===== config.mk =====
export PLATFORM = sky130hd
export DESIGN_NAME = mbclk_top
export DESIGN_NICKNAME = d
export VERILOG_FILES = /design/src/rtl/mbclk_pkg.sv /design/src/rtl/mbclk_resync.sv /design/src/rtl/mbclk_div.sv /design/src/rtl/mbclk_top.sv
export SDC_FILE = /design/constraint.sdc
export NUM_CORES = 1
export LEC_CHECK = 0
export ABC_AREA = 1
export BUFFER_PORTS_ARGS = -buffer_cell sky130_fd_sc_hd__buf_2
export CAP_MARGIN = 25
export CORE_MARGIN = 4
export CORE_UTILIZATION = 55
export DETAILED_ROUTE_END_ITERATION = 10
export GPL_TIMING_DRIVEN = 1
export PLACE_DENSITY = 0.76
export SYNTH_ARGS = -nofsm -noshare
export SYNTH_HDL_FRONTEND = slang
export SYNTH_HIERARCHICAL = 1
export SYNTH_SLANG_ARGS = --single-unit

===== constraint.sdc =====
create_clock -name clk_src_i -period 4.3 [get_ports clk_src_i]
set_clock_uncertainty 0.15 [all_clocks]
set_input_delay 0.215 -clock clk_src_i [delete_from_list [all_inputs] [get_ports clk_src_i]]
set_output_delay 0.215 -clock clk_src_i [all_outputs]
set_load 0.01 [all_outputs]

===== src/rtl/mbclk_pkg.sv =====
`timescale 1ns/1ps
package mbclk_pkg;
    localparam int RATIO_W = 5;

    typedef enum logic [1:0] {
        LV_LO = 2'b00,
        LV_HI = 2'b01,
        LV_OP = 2'b10
    } lvl_t;

    typedef struct packed {
        lvl_t byp;
        lvl_t da1;
        lvl_t da0;
        lvl_t db1;
        lvl_t db0;
        lvl_t dc1;
        lvl_t dc0;
        lvl_t ia_lo;
        lvl_t ia_hi;
        lvl_t ib;
        lvl_t ic;
    } cfg_t;

    // both 2'b10 and 2'b11 resolve to open
    function automatic lvl_t lvl_of(input logic [1:0] pin);
        lvl_t v;
        if (pin[1])      v = LV_OP;
        else if (pin[0]) v = LV_HI;
        else             v = LV_LO;
        return v;
    endfunction

    // position of a pin pair within the shared nine-entry ratio order
    function automatic logic [3:0] pair_idx(input lvl_t first, input lvl_t second);
        logic [3:0] idx;
        case ({first, second})
            4'b0000: idx = 4'd0;
            4'b0001: idx = 4'd1;
            4'b0100: idx = 4'd2;
            4'b0101: idx = 4'd3;
            4'b0110: idx = 4'd4;
            4'b1001: idx = 4'd5;
            4'b0010: idx = 4'd6;
            4'b1000: idx = 4'd7;
            default: idx = 4'd8;
        endcase
        return idx;
    endfunction

    function automatic logic [RATIO_W-1:0] ratio_ab(input logic [3:0] idx);
        logic [RATIO_W-1:0] r;
        case (idx)
            4'd0: r = RATIO_W'(2);
            4'd1: r = RATIO_W'(3);
            4'd2: r = RATIO_W'(4);
            4'd3: r = RATIO_W'(5);
            4'd4: r = RATIO_W'(6);
            4'd5: r = RATIO_W'(8);
            4'd6: r = RATIO_W'(10);
            4'd7: r = RATIO_W'(12);
            default: r = RATIO_W'(15);
        endcase
        return r;
    endfunction

    function automatic logic [RATIO_W-1:0] ratio_c(input logic [3:0] idx);
        logic [RATIO_W-1:0] r;
        case (idx)
            4'd0: r = RATIO_W'(5);
            4'd1: r = RATIO_W'(6);
            4'd2: r = RATIO_W'(8);
            4'd3: r = RATIO_W'(10);
            4'd4: r = RATIO_W'(12);
            4'd5: r = RATIO_W'(15);
            4'd6: r = RATIO_W'(20);
            4'd7: r = RATIO_W'(30);
            default: r = RATIO_W'(3);
        endcase
        return r;
    endfunction
endpackage


===== src/rtl/mbclk_resync.sv =====
`timescale 1ns/1ps
module mbclk_resync
    import mbclk_pkg::*;
#(
    parameter int RESYNC_CYC = 8
) (
    input  logic clk_i,
    input  logic rst_ni,
    input  cfg_t cfg_i,
    output cfg_t cfg_o,
    output logic hold_o
);
    localparam int HW = $clog2(RESYNC_CYC + 1);
    localparam logic [HW-1:0] HOLD_LOAD = HW'(RESYNC_CYC);

    typedef struct packed {
        cfg_t          cfg;
        logic [HW-1:0] cnt;
    } st_t;

    st_t s_d, s_q;

    always_comb begin
        s_d     = s_q;
        s_d.cfg = cfg_i;
        if (cfg_i != s_q.cfg) begin
            s_d.cnt = HOLD_LOAD;
        end else if (s_q.cnt != '0) begin
            s_d.cnt = s_q.cnt - 1'b1;
        end
    end

    always_ff @(posedge clk_i or negedge rst_ni) begin
        if (!rst_ni) begin
            s_q.cfg <= '0;
            s_q.cnt <= HOLD_LOAD;
        end else begin
            s_q <= s_d;
        end
    end

    assign cfg_o  = s_q.cfg;
    assign hold_o = (s_q.cnt != '0);

    // any decoded control change restarts the full hold window
    p_change_reloads_r5: assert property (@(posedge clk_i) disable iff (!rst_ni)
        (cfg_i != s_q.cfg) |=> (hold_o && s_q.cnt == HOLD_LOAD));

    // a settled, unchanged configuration never re-enters hold
    p_settled_stays_r6: assert property (@(posedge clk_i) disable iff (!rst_ni)
        (!hold_o && cfg_i == s_q.cfg) |=> !hold_o);
endmodule


===== src/rtl/mbclk_div.sv =====
`timescale 1ns/1ps
module mbclk_div
    import mbclk_pkg::*;
(
    input  logic               clk_i,
    input  logic               rst_ni,
    input  logic               hold_i,
    input  logic [RATIO_W-1:0] ratio_i,
    output logic               clk_o
);
    typedef struct packed {
        logic [RATIO_W-1:0] cnt;
        logic               ph;
    } st_t;

    st_t                s_d, s_q;
    logic [RATIO_W-1:0] last;
    logic [RATIO_W-1:0] half;
    logic               odd;
    logic               ph_n_q;

    always_comb begin
        odd  = ratio_i[0];
        last = ratio_i - 1'b1;
        half = ratio_i >> 1;   // N/2 for even, (N-1)/2 for odd
        s_d  = s_q;
        if (hold_i) begin
            s_d.cnt = last;    // first released edge wraps to 0
            s_d.ph  = 1'b0;
        end else begin
            s_d.cnt = (s_q.cnt >= last) ? '0 : s_q.cnt + 1'b1;
            s_d.ph  = (s_d.cnt < half);
        end
    end

    always_ff @(posedge clk_i or negedge rst_ni) begin
        if (!rst_ni) begin
            s_q <= '0;
        end else begin
            s_q <= s_d;
        end
    end

    // half-cycle retimed copy stretches odd high phases by 0.5 cycle
    always_ff @(negedge clk_i or negedge rst_ni) begin
        if (!rst_ni) begin
            ph_n_q <= 1'b0;
        end else begin
            ph_n_q <= s_q.ph;
        end
    end

    assign clk_o = s_q.ph | (odd & ph_n_q);

    // the counter stays inside the selected ratio while running
    p_cnt_in_range_r4: assert property (@(posedge clk_i) disable iff (!rst_ni)
        !hold_i |-> (s_q.cnt <= last));

    // the first edge after release is a rising one
    p_first_rise_r5: assert property (@(posedge clk_i) disable iff (!rst_ni)
        $fell(hold_i) |=> s_q.ph);

    // the phase register is quiet throughout a hold
    p_quiet_in_hold_r1: assert property (@(posedge clk_i) disable iff (!rst_ni)
        hold_i |=> !s_q.ph);
endmodule


===== src/rtl/mbclk_top.sv =====
`timescale 1ns/1ps
module mbclk_top
    import mbclk_pkg::*;
#(
    parameter int RESYNC_CYC = 8
) (
    input  logic       clk_src_i,
    input  logic       clk_ref_i,
    input  logic       rst_ni,
    input  logic [1:0] byp_pin_i,
    input  logic [3:0] diva_pins_i,
    input  logic [3:0] divb_pins_i,
    input  logic [3:0] divc_pins_i,
    input  logic [1:0] ifa_lo_pin_i,
    input  logic [1:0] ifa_hi_pin_i,
    input  logic [1:0] ifb_pin_i,
    input  logic [1:0] ifc_pin_i,
    output logic [4:0] qa_clk_o,
    output logic [2:0] qb_clk_o,
    output logic [1:0] qc_clk_o,
    output logic [1:0] qa_en_o,
    output logic [1:0] qa_pecl_o,
    output logic       qb_en_o,
    output logic       qb_pecl_o,
    output logic       qc_en_o,
    output logic       qc_pecl_o
);
    localparam int NBANK = 3;

    cfg_t               cfg_d;
    cfg_t               cfg_q;
    logic               hold;
    logic [RATIO_W-1:0] bank_ratio [NBANK];
    logic [NBANK-1:0]   div_clk;
    logic               src_a, src_b, src_c;
    logic               byp_all, byp_c;

    always_comb begin
        cfg_d.byp   = lvl_of(byp_pin_i);
        cfg_d.da1   = lvl_of(diva_pins_i[3:2]);
        cfg_d.da0   = lvl_of(diva_pins_i[1:0]);
        cfg_d.db1   = lvl_of(divb_pins_i[3:2]);
        cfg_d.db0   = lvl_of(divb_pins_i[1:0]);
        cfg_d.dc1   = lvl_of(divc_pins_i[3:2]);
        cfg_d.dc0   = lvl_of(divc_pins_i[1:0]);
        cfg_d.ia_lo = lvl_of(ifa_lo_pin_i);
        cfg_d.ia_hi = lvl_of(ifa_hi_pin_i);
        cfg_d.ib    = lvl_of(ifb_pin_i);
        cfg_d.ic    = lvl_of(ifc_pin_i);
    end

    mbclk_resync #(.RESYNC_CYC(RESYNC_CYC)) u_resync (
        .clk_i  (clk_src_i),
        .rst_ni (rst_ni),
        .cfg_i  (cfg_d),
        .cfg_o  (cfg_q),
        .hold_o (hold)
    );

    always_comb begin
        bank_ratio[0] = ratio_ab(pair_idx(cfg_q.da1, cfg_q.da0));
        bank_ratio[1] = ratio_ab(pair_idx(cfg_q.db1, cfg_q.db0));
        bank_ratio[2] = ratio_c(pair_idx(cfg_q.dc1, cfg_q.dc0));
    end

    for (genvar g = 0; g < NBANK; g++) begin : g_bank
        mbclk_div u_div (
            .clk_i   (clk_src_i),
            .rst_ni  (rst_ni),
            .hold_i  (hold),
            .ratio_i (bank_ratio[g]),
            .clk_o   (div_clk[g])
        );
    end

    always_comb begin
        byp_all   = (cfg_q.byp == LV_HI);
        byp_c     = (cfg_q.byp != LV_LO);
        src_a     = byp_all ? clk_ref_i : div_clk[0];
        src_b     = byp_all ? clk_ref_i : div_clk[1];
        src_c     = byp_c   ? clk_ref_i : div_clk[2];

        qa_en_o[0]   = (cfg_q.ia_lo != LV_OP) && !hold;
        qa_en_o[1]   = (cfg_q.ia_hi != LV_OP) && !hold;
        qb_en_o      = (cfg_q.ib != LV_OP) && !hold;
        qc_en_o      = (cfg_q.ic != LV_OP) && !hold;
        qa_pecl_o[0] = (cfg_q.ia_lo == LV_HI);
        qa_pecl_o[1] = (cfg_q.ia_hi == LV_HI);
        qb_pecl_o    = (cfg_q.ib == LV_HI);
        qc_pecl_o    = (cfg_q.ic == LV_HI);

        qa_clk_o = {{2{src_a & qa_en_o[1]}}, {3{src_a & qa_en_o[0]}}};
        qb_clk_o = {3{src_b & qb_en_o}};
        qc_clk_o = {2{src_c & qc_en_o}};
    end
endmodule


==> flow_summary_export.csv, run 1 <==
group,metric,value,unit
global_routing,grt_first_pass_wirelength,12690,um
finish,mostFrequentLayoutCells,"nand2_1, inv_1, nor2_1, dfrtp_1, buf_2",
floorplan,dieArea,0.008163,mm2
finish,final_common_cell,"nand2_1",
sta,tns,0,ns
outcome,status,"complete, no violations",
synthesis,synthSimpleGateAreaFrac,0.2610,
sta,slew_headroom,0.4125,
synthesis,syn_area_per_cell,7.118,um2
route,via_per_inst,4.801,
finish,nets,628,
finish,layout.cells.non_filler,647,
synthesis,yosysUniqueCellTypes,35,
min_path,hold_path_end,"u_resync/cfg_o[12]$_DFF_PN0_",
power_and_ir_drop,power_leakage,2.423,nW
route,drc,0,
finish,regArea,0.001177,mm2
global_routing,grt_max_degree,26,
power_and_ir_drop,power,0.001207,W
worst_setup_path,crit_type,"flip-flop to primary output",
finish,areaGrowthSynthToFinish,11.17,%
floorplan,fp.dieW,90.35,um
min_path,worstHoldStart,"divb_pins_i[0]",
placement,dpl.hpwl,5544,um
worst_setup_path,r2r_start,"u_resync/cfg_o[13]$_DFF_PN0_",
sta,setup_viol,0,
cts,insertion_delay,0.30,ns
floorplan,initial_core_util,0.5775,
worst_setup_path,setup.worst_path.start_class,"flip-flop",
floorplan,rows,29,
sta,hold_viol,0,
route,drtIter0Drc,99,
floorplan,die_y,90.35,um
floorplan,ios,43,
worst_setup_path,r2r-end,"g_bank[1].u_div/s_q[0]$_DFF_PN0_",
route,antenna_left,0,
cts,cts-root-buf,"clkbuf_8",
cts,cts_tree,"built",
synthesis,synth_top_family_by_area,"simple AND/OR/NAND/NOR gates",
cts,post_cts_resized,0,
global_routing,grt_pass1_vias,3018,
synthesis,synth-seq-cells,47,
power_and_ir_drop,powerDensity,291.2,mW/mm2
cts,cts_buffers,5,
synthesis,synthXorXnorAreaFrac,0.05401,
sta,finalMaxSlewViolations,0,
sta,rsz0062_at_grt,"no",
global_routing,grt_use_total,0.1833,
sta,worst_hold_slack,0.02479,ns
power_and_ir_drop,ir_drop,203.9,uV
finish,diodes,0,
synthesis,yosys_warnings,6,
route,vias,3106,
min_path,whs_path_depth,3,
worst_setup_path,arrival,3.53,ns
worst_setup_path,rr_worst_depth,22,
synthesis,synth-compound-area-share,0.08353,
worst_setup_path,cp_max_fo,3,
synthesis,synthAdderAreaFrac,0.1141,
cts,cts_buffer_depth,2,
route,wire_per_inst,10.99,um
cts,path_clk_slew,0.09,ns
min_path,min_path_type,"input port to flip-flop",
synthesis,synth_mux_area_frac,0.002684,
worst_setup_path,end_kind,"primary output",
cts,cts_sinks,47,
route,wl,7108,um
worst_setup_path,r2r_slack,0.85,ns
flow_run,drv_cap,0,
cts,postCtsSetupBuffers,0,
placement,portBuffers,42,
placement,dp.cells,617,
cts,cts_hold_buf,22,
floorplan,core_area,0.006459,mm2
global_routing,antenna_found_initial,0,
sta,tightest_slew,0.8792,ns
finish,post-route-util,0.6420,
finish,fill_cells,560,
placement,place_congestion,0.8390,
cts,htree_levels,2,
synthesis,yosysSeqAreaShare,0.3157,
route,firstDrtPassIters,4,
finish,multi_input_area,0.001929,mm2
synthesis,netlist_instances,524,
global_routing,grt_overflow,0,
finish,drive_gt1_frac,0.1491,
synthesis,syn-cell-area,0.003730,mm2
worst_setup_path,cp_data_required_time,3.93,ns
## synthesized netlist by cell type (all sizes together)
cell | count | share of area
a31oi | 1 | 0.0017
xnor2 | 8 | 0.019
dfrtp | 43 | 0.29
buf | 28 | 0.056
inv | 111 | 0.11
a21o | 3 | 0.0060
xor2 | 15 | 0.035
o31ai | 1 | 0.0020
o22ai | 1 | 0.0017
nand3b | 3 | 0.0081
mux2i | 1 | 0.0027
a21oi | 14 | 0.021
dfrtn | 3 | 0.020
nor3 | 2 | 0.0040
a21boi | 1 | 0.0020
nor2 | 66 | 0.070
o21ai | 30 | 0.045
ha | 34 | 0.11
or2 | 3 | 0.0070
nand3 | 17 | 0.028
nand2 | 131 | 0.14
conb | 1 | 0.0010
o21a | 2 | 0.0040
dfstp | 1 | 0.0070
nand4 | 4 | 0.0067
## critical path: stages (launching register included)
cell,delay [ns]
dfrtn_1,0.39
a21o_1,0.10
nand2_1,0.04
a21boi_0,0.32
buf_2,0.22
## registers in the layout, indices dropped and copies added, names as in the netlist
| name | cells |
|---|---|
| u_resync/cfg_o | 22 |
| g_bank.u_div/s_q | 18 |
| u_resync/s_q | 4 |
| g_bank.u_div/ph_n_q | 3 |
## metal layers
metal	share of wire	track usage
met1	0.44	0.2188
met2	0.51	0.3398
met3	0.040	0.03667
met4	0.0072	0.03699
met5	0	0
## cell type report
class	count	share of cell area
multi-input cells	339	0.4653
clock inverters	3	0.004828
repair buffers	65	0.1056
clock buffers	5	0.01660
flip-flops and latches	47	0.2839
inverters	111	0.1005
well taps	77	0.02323
## worst max-delay path by stage
stage	from	to	slack [ns]
after floorplan	g_bank[1].u_div/ph_n_q$_DFF_NN0_	qb_clk_o[1]	0.68
after global placement	g_bank[1].u_div/ph_n_q$_DFF_NN0_	qb_clk_o[0]	0.75
after detailed placement	g_bank[1].u_div/ph_n_q$_DFF_NN0_	qb_clk_o[0]	0.71
after CTS	g_bank[1].u_div/ph_n_q$_DFF_NN0_	qb_clk_o[0]	0.37
after global routing	g_bank[1].u_div/ph_n_q$_DFF_NN0_	qb_clk_o[0]	0.24
final	g_bank[1].u_div/ph_n_q$_DFF_NN0_	qb_clk_o[0]	0.40
## cells by family after synthesis
group | after synthesis
compound gates | 53
mux | 1
simple gates | 226
fa+ha+maj | 34
other cells | 1
flops | 47
xor+xnor | 23
buf+inv | 139
## through the flow
step	worst slack, ns	cell area (um2)
finish	0.4000	4146
floorplan	0.6757	3734
global route	0.2385	4146
CTS	0.3729	4146
detailed placement	0.7137	3837
global placement	0.7474	3837
## power by group
group / switching, W / internal [W] / total (W) / leakage, nW
clock: 0.000156 / 0.000113 / 0.000270 / 0.0402
combinational: 0.000245 / 0.000183 / 0.000428 / 1.80
sequential: 0.0000360 / 0.000474 / 0.000510 / 0.580
total: 0.000438 / 0.000770 / 0.00121 / 2.42
No activity file was read; power rests on OpenSTA's default activity.
==> inputs of run 2 (changes only) <==
--- a/config.mk
+++ b/config.mk
@@ -9,10 +9,10 @@
 export BUFFER_PORTS_ARGS = -buffer_cell sky130_fd_sc_hd__buf_2
 export CAP_MARGIN = 25
 export CORE_MARGIN = 4
-export CORE_UTILIZATION = 55
+export CORE_UTILIZATION = 59
 export DETAILED_ROUTE_END_ITERATION = 10
 export GPL_TIMING_DRIVEN = 1
-export PLACE_DENSITY = 0.76
+export PLACE_DENSITY = 0.8
 export SYNTH_ARGS = -nofsm -noshare
 export SYNTH_HDL_FRONTEND = slang
 export SYNTH_HIERARCHICAL = 1
==> run 2 against run 1 <==
  * Register-to-register slack got worse by 0.04 ns
  * Final area rose by 0.12%
  * Sequential power barely moved
  * Hold slack improved by 0.21 ns
  * Clock power rose by 3%
  * Core utilization rose by 4.7 points
  * Non-clock buffer count rose by 1
  * First-iteration DRC count rose by 9.1%
  * Count of clock-buffer cells in the layout rose by 1
  * Sequential share of layout area barely moved
  * Cell count fell by 0.15%
  * Largest cell class unchanged
==> flow_summary_export.csv, run 2 (same netlist as run 1, synthesis figures left out) <==
group,metric,value,unit
outcome,status,"complete, no violations",
sta,hold_viol,0,
power_and_ir_drop,power_leakage,2.432,nW
sta,tns,0,ns
finish,final_area,0.004151,mm2
route,antenna_left,0,
min_path,min_path_type,"input port to async pin",
worst_setup_path,rr_worst_depth,22,
cts,cts_sinks,47,
cts,htree_levels,2,
worst_setup_path,setup.worst_path.start_class,"flip-flop",
floorplan,initial_core_util,0.6190,
sta,slew_headroom,0.3908,
global_routing,grt_max_degree,29,
sta,setup_viol,0,
power_and_ir_drop,powerDensity,294.9,mW/mm2
route,wl,7686,um
floorplan,die_y,87.51,um
cts,cts_buffers,5,
route,via_per_inst,4.929,
finish,diodes,0,
worst_setup_path,crit_chain,"a21o_1 > nand2_1 > a21boi_0 > buf_2",
cts,cts_buffer_depth,2,
placement,place_ws,0.7833,ns
finish,largest_register_ffs,22,
finish,final_common_cell,"nand2_1",
floorplan,fp.dieW,87.51,um
placement,placed_area,0.003835,mm2
route,drtIter0Drc,108,
cts,path_clk_slew,0.10,ns
global_routing,grt_use_total,0.2195,
floorplan,core_area,0.006026,mm2
cts,insertion_delay,0.32,ns
worst_setup_path,cp_max_fo,3,
route,firstDrtPassIters,4,
sta,rsz0062_at_grt,"no",
finish,post-route-util,0.6890,
cts,postCtsSetupBuffers,0,
finish,drive_gt1_frac,0.1471,
sta,fin_ws,0.4416,ns
power_and_ir_drop,ir_drop,196.1,uV
cts,cts_tree,"built",
cts,cts-root-buf,"clkbuf_8",
worst_setup_path,cp_data_required_time,3.93,ns
floorplan,dieArea,0.007658,mm2
worst_setup_path,arrival,3.49,ns
global_routing,grt_pass1_vias,3189,
floorplan,rows,28,
global_routing,grt_overflow,0,
finish,mostFrequentLayoutCells,"nand2_1, inv_1, nor2_1, dfrtp_1, buf_2",
finish,nets,629,
placement,portBuffers,42,
sta,tightest_slew,0.9116,ns
route,drc,0,
worst_setup_path,worst_path_max_delay_cell,"dfrtn_1",
route,vias,3184,
flow_run,drv_cap,0,
floorplan,ios,43,
global_routing,grt_first_pass_wirelength,13410,um
route,wire_per_inst,11.90,um
global_routing,antenna_found_initial,0,
placement,place_congestion,0.8231,
placement,dpl.hpwl,5740,um
worst_setup_path,end_kind,"primary output",
worst_setup_path,crit_type,"flip-flop to primary output",
worst_setup_path,cpPeakStageDelay,0.39,ns
finish,areaGrowthSynthToFinish,11.30,%
sta,finalMaxSlewViolations,0,
run 2: repair_timing:
item | in CTS | in global routing
hold buffers | 23 | 0
gates resized for setup | 0 | 0
hold endpoints to repair | 38 | 0
run 2: area by class of cell:
cell class | instances | area (um2)
Multi-Input combinational cell | 339 | 1929
Timing Repair Buffer | 66 | 447.9
Tap cell | 75 | 93.84
Inverter | 111 | 416.7
Clock inverter | 2 | 13.76
Clock buffer | 6 | 72.57
Fill cell | 468 | 1874
Sequential cell | 47 | 1177
run 2: layer usage:
metal,routed length [um],vias up,global-route usage,part of all wire
met5,0,-,0,0
met4,166,0,0.08229,0.022
met3,298,18,0.03595,0.039
met2,3945,68,0.4041,0.51
met1,3275,1444,0.2533,0.43
li1,-,1654,-,-
run 2: path summary, 6_finish.rpt:
check | startpoint | end | slack [ns]
min in group clk_src_i | u_resync/s_q[0]$_DFFE_PN0P_ | u_resync/s_q[0]$_DFFE_PN0P_ | 0.43
hold / removal | rst_ni | u_resync/cfg_o[2]$_DFF_PN0_ | 0.23
max in group asynchronous | rst_ni | g_bank[1].u_div/ph_n_q$_DFF_NN0_ | 1.37
setup reg to reg | u_resync/cfg_o[13]$_DFF_PN0_ | g_bank[1].u_div/s_q[0]$_DFF_PN0_ | 0.81
setup / recovery | g_bank[1].u_div/ph_n_q$_DFF_NN0_ | qb_clk_o[2] | 0.44
hold reg to reg | u_resync/s_q[0]$_DFFE_PN0P_ | u_resync/s_q[0]$_DFFE_PN0P_ | 0.43
run 2: power breakdown:
group | total (W) | leakage [nW] | switching (W) | internal (W)
logic | 0.000437 | 1.81 | 0.000253 | 0.000184
clock network | 0.000277 | 0.0452 | 0.000162 | 0.000115
registers | 0.000510 | 0.580 | 0.0000368 | 0.000474
total | 0.00122 | 2.43 | 0.000452 | 0.000772
run 2: worst max-delay path, delay by kind of cell (launching register included):
family          cells  cell delay [ns]
simple gates        1             0.04
compound gates      2             0.39
buf+inv             1             0.21
flops               1             0.39
run 2: per-stage QoR:
step	cells	power [W]	hold WS, ns
global placement	615	0.0009106	0.03797
finish	646	0.001224	0.2330
detailed placement	615	0.0009365	0.04355
CTS	646	0.001228	0.2356
global route	646	0.001326	0.2617
floorplan	525	0.0008457	-0.2306
==> inputs of run 3 (changes only) <==
--- a/config.mk
+++ b/config.mk
@@ -12,6 +12,7 @@
 export CORE_UTILIZATION = 59
 export DETAILED_ROUTE_END_ITERATION = 10
 export GPL_TIMING_DRIVEN = 1
+export MAX_ROUTING_LAYER = met4
 export PLACE_DENSITY = 0.8
 export SYNTH_ARGS = -nofsm -noshare
 export SYNTH_HDL_FRONTEND = slang
==> run 3 against run 2 <==
  * Power barely moved
  * Sequential power barely moved
  * Cell count did not move
  * Wire length fell by 0.23%
  * Sequential share of layout area did not move
  * Via count barely moved
  * Hold slack barely moved
  * Largest power group unchanged
==> flow_summary_export.csv, run 3 (same netlist as run 1, synthesis figures left out) <==
group,metric,value,unit
outcome,status,"complete, no violations",
floorplan,core_area,0.006026,mm2
global_routing,grt_overflow,0,
finish,final_common_cell,"nand2_1",
sta,setup_viol,0,
global_routing,antenna_found_initial,0,
cts,post_cts_resized,0,
global_routing,grt_pass1_vias,3190,
finish,diodes,0,
global_routing,grt_max_degree,29,
cts,cts_tree,"built",
sta,tightest_slew,0.9046,ns
route,firstDrtPassIters,4,
cts,cts-root-buf,"clkbuf_8",
sta,finalMaxSlewViolations,0,
finish,areaGrowthSynthToFinish,11.30,%
cts,cts_hold_buf,23,
flow_run,drv_cap,0,
worst_setup_path,cp_max_fo,3,
cts,path_clk_slew,0.10,ns
finish,drive_gt1_frac,0.1471,
cts,postCtsSetupBuffers,0,
worst_setup_path,crit_type,"flip-flop to primary output",
sta,tns,0,ns
floorplan,rows,28,
floorplan,ios,43,
worst_setup_path,cp_data_required_time,3.93,ns
floorplan,fp.dieW,87.51,um
worst_setup_path,setup.worst_path.start_class,"flip-flop",
route,wire_per_inst,11.87,um
placement,dpl.hpwl,5740,um
worst_setup_path,end_kind,"primary output",
power_and_ir_drop,power_leakage,2.432,nW
route,vias,3182,
global_routing,grt_use_total,0.2264,
floorplan,die_y,87.51,um
route,wl,7668,um
route,antenna_left,0,
sta,slew_headroom,0.3955,
finish,nets,629,
placement,portBuffers,42,
cts,cts_buffers,5,
worst_setup_path,cp-startpoint,"g_bank[1].u_div/ph_n_q$_DFF_NN0_",
route,drtIter0Drc,100,
finish,post-route-util,0.6890,
power_and_ir_drop,power,0.001223,W
floorplan,dieArea,0.007658,mm2
placement,dp.cells,615,
power_and_ir_drop,ir_drop,196.2,uV
placement,place_congestion,0.8356,
cts,htree_levels,2,
sta,rsz0062_at_grt,"no",
worst_setup_path,arrival,3.49,ns
cts,cts_buffer_depth,2,
route,drc,0,
floorplan,initial_core_util,0.6190,
cts,cts_sinks,47,
route,via_per_inst,4.926,
sta,hold_viol,0,
min_path,min_path_type,"input port to async pin",
finish,layout.cells.non_filler,646,
finish,largest_register_ffs,22,
worst_setup_path,r2r_start,"u_resync/cfg_o[13]$_DFF_PN0_",
global_routing,grt_first_pass_wirelength,13410,um
cts,insertion_delay,0.32,ns
finish,mostFrequentLayoutCells,"nand2_1, inv_1, nor2_1, dfrtp_1, buf_2",
power_and_ir_drop,powerDensity,294.6,mW/mm2
[run 3: path summary, 6_finish.rpt]
| check | endpoint | slack, ns | cells after the start |
|---|---|---|---|
| max in group asynchronous | g_bank[1].u_div/ph_n_q$_DFF_NN0_ | 1.37 | 2 |
| min in group clk_src_i | u_resync/s_q[0]$_DFFE_PN0P_ | 0.43 | 3 |
| hold reg to reg | u_resync/s_q[0]$_DFFE_PN0P_ | 0.43 | 3 |
| setup / recovery | qb_clk_o[2] | 0.45 | 4 |
| setup reg to reg | g_bank[1].u_div/s_q[0]$_DFF_PN0_ | 0.81 | 22 |
| hold / removal | u_resync/cfg_o[2]$_DFF_PN0_ | 0.23 | 2 |
[run 3: where the power goes]
part / switching, W / internal [W]
Sequential: 0.0000367 / 0.000474
Clock: 0.000161 / 0.000115
Combinational: 0.000253 / 0.000184
[run 3: critical path: stages, from the launching register on]
cell and delay (ns):
dfrtn_1 0.39, a21o_1 0.11, nand2_1 0.04, a21boi_0 0.28, buf_2 0.21
[run 3: metrics by stage]
step	hold slack, ns	cell area, um2	worst slack, ns
floorplan	-0.2306	3734	0.6757
global placement	0.03797	3835	0.8503
detailed placement	0.04355	3835	0.7833
CTS	0.2356	4151	0.4445
global route	0.2617	4151	0.3202
finish	0.2330	4151	0.4453
[run 3: area by class of cell]
type / instances / area (um2)
multi-input cells: 339 / 1929
fillers: 468 / 1874
flip-flops and latches: 47 / 1177
repair buffers: 66 / 447.9
inverters: 111 / 416.7
well taps: 75 / 93.84
clock buffers: 6 / 72.57
clock inverters: 2 / 13.76
[run 3: metal layers]
metal  vias to the layer above  GRT usage  wire length, um
li1                       1652          -                -
met1                      1445     0.2557             3285
met2                        67     0.4041             3932
met3                        18    0.03217              283
met4                         0    0.08229              166
met5                         -          -                0
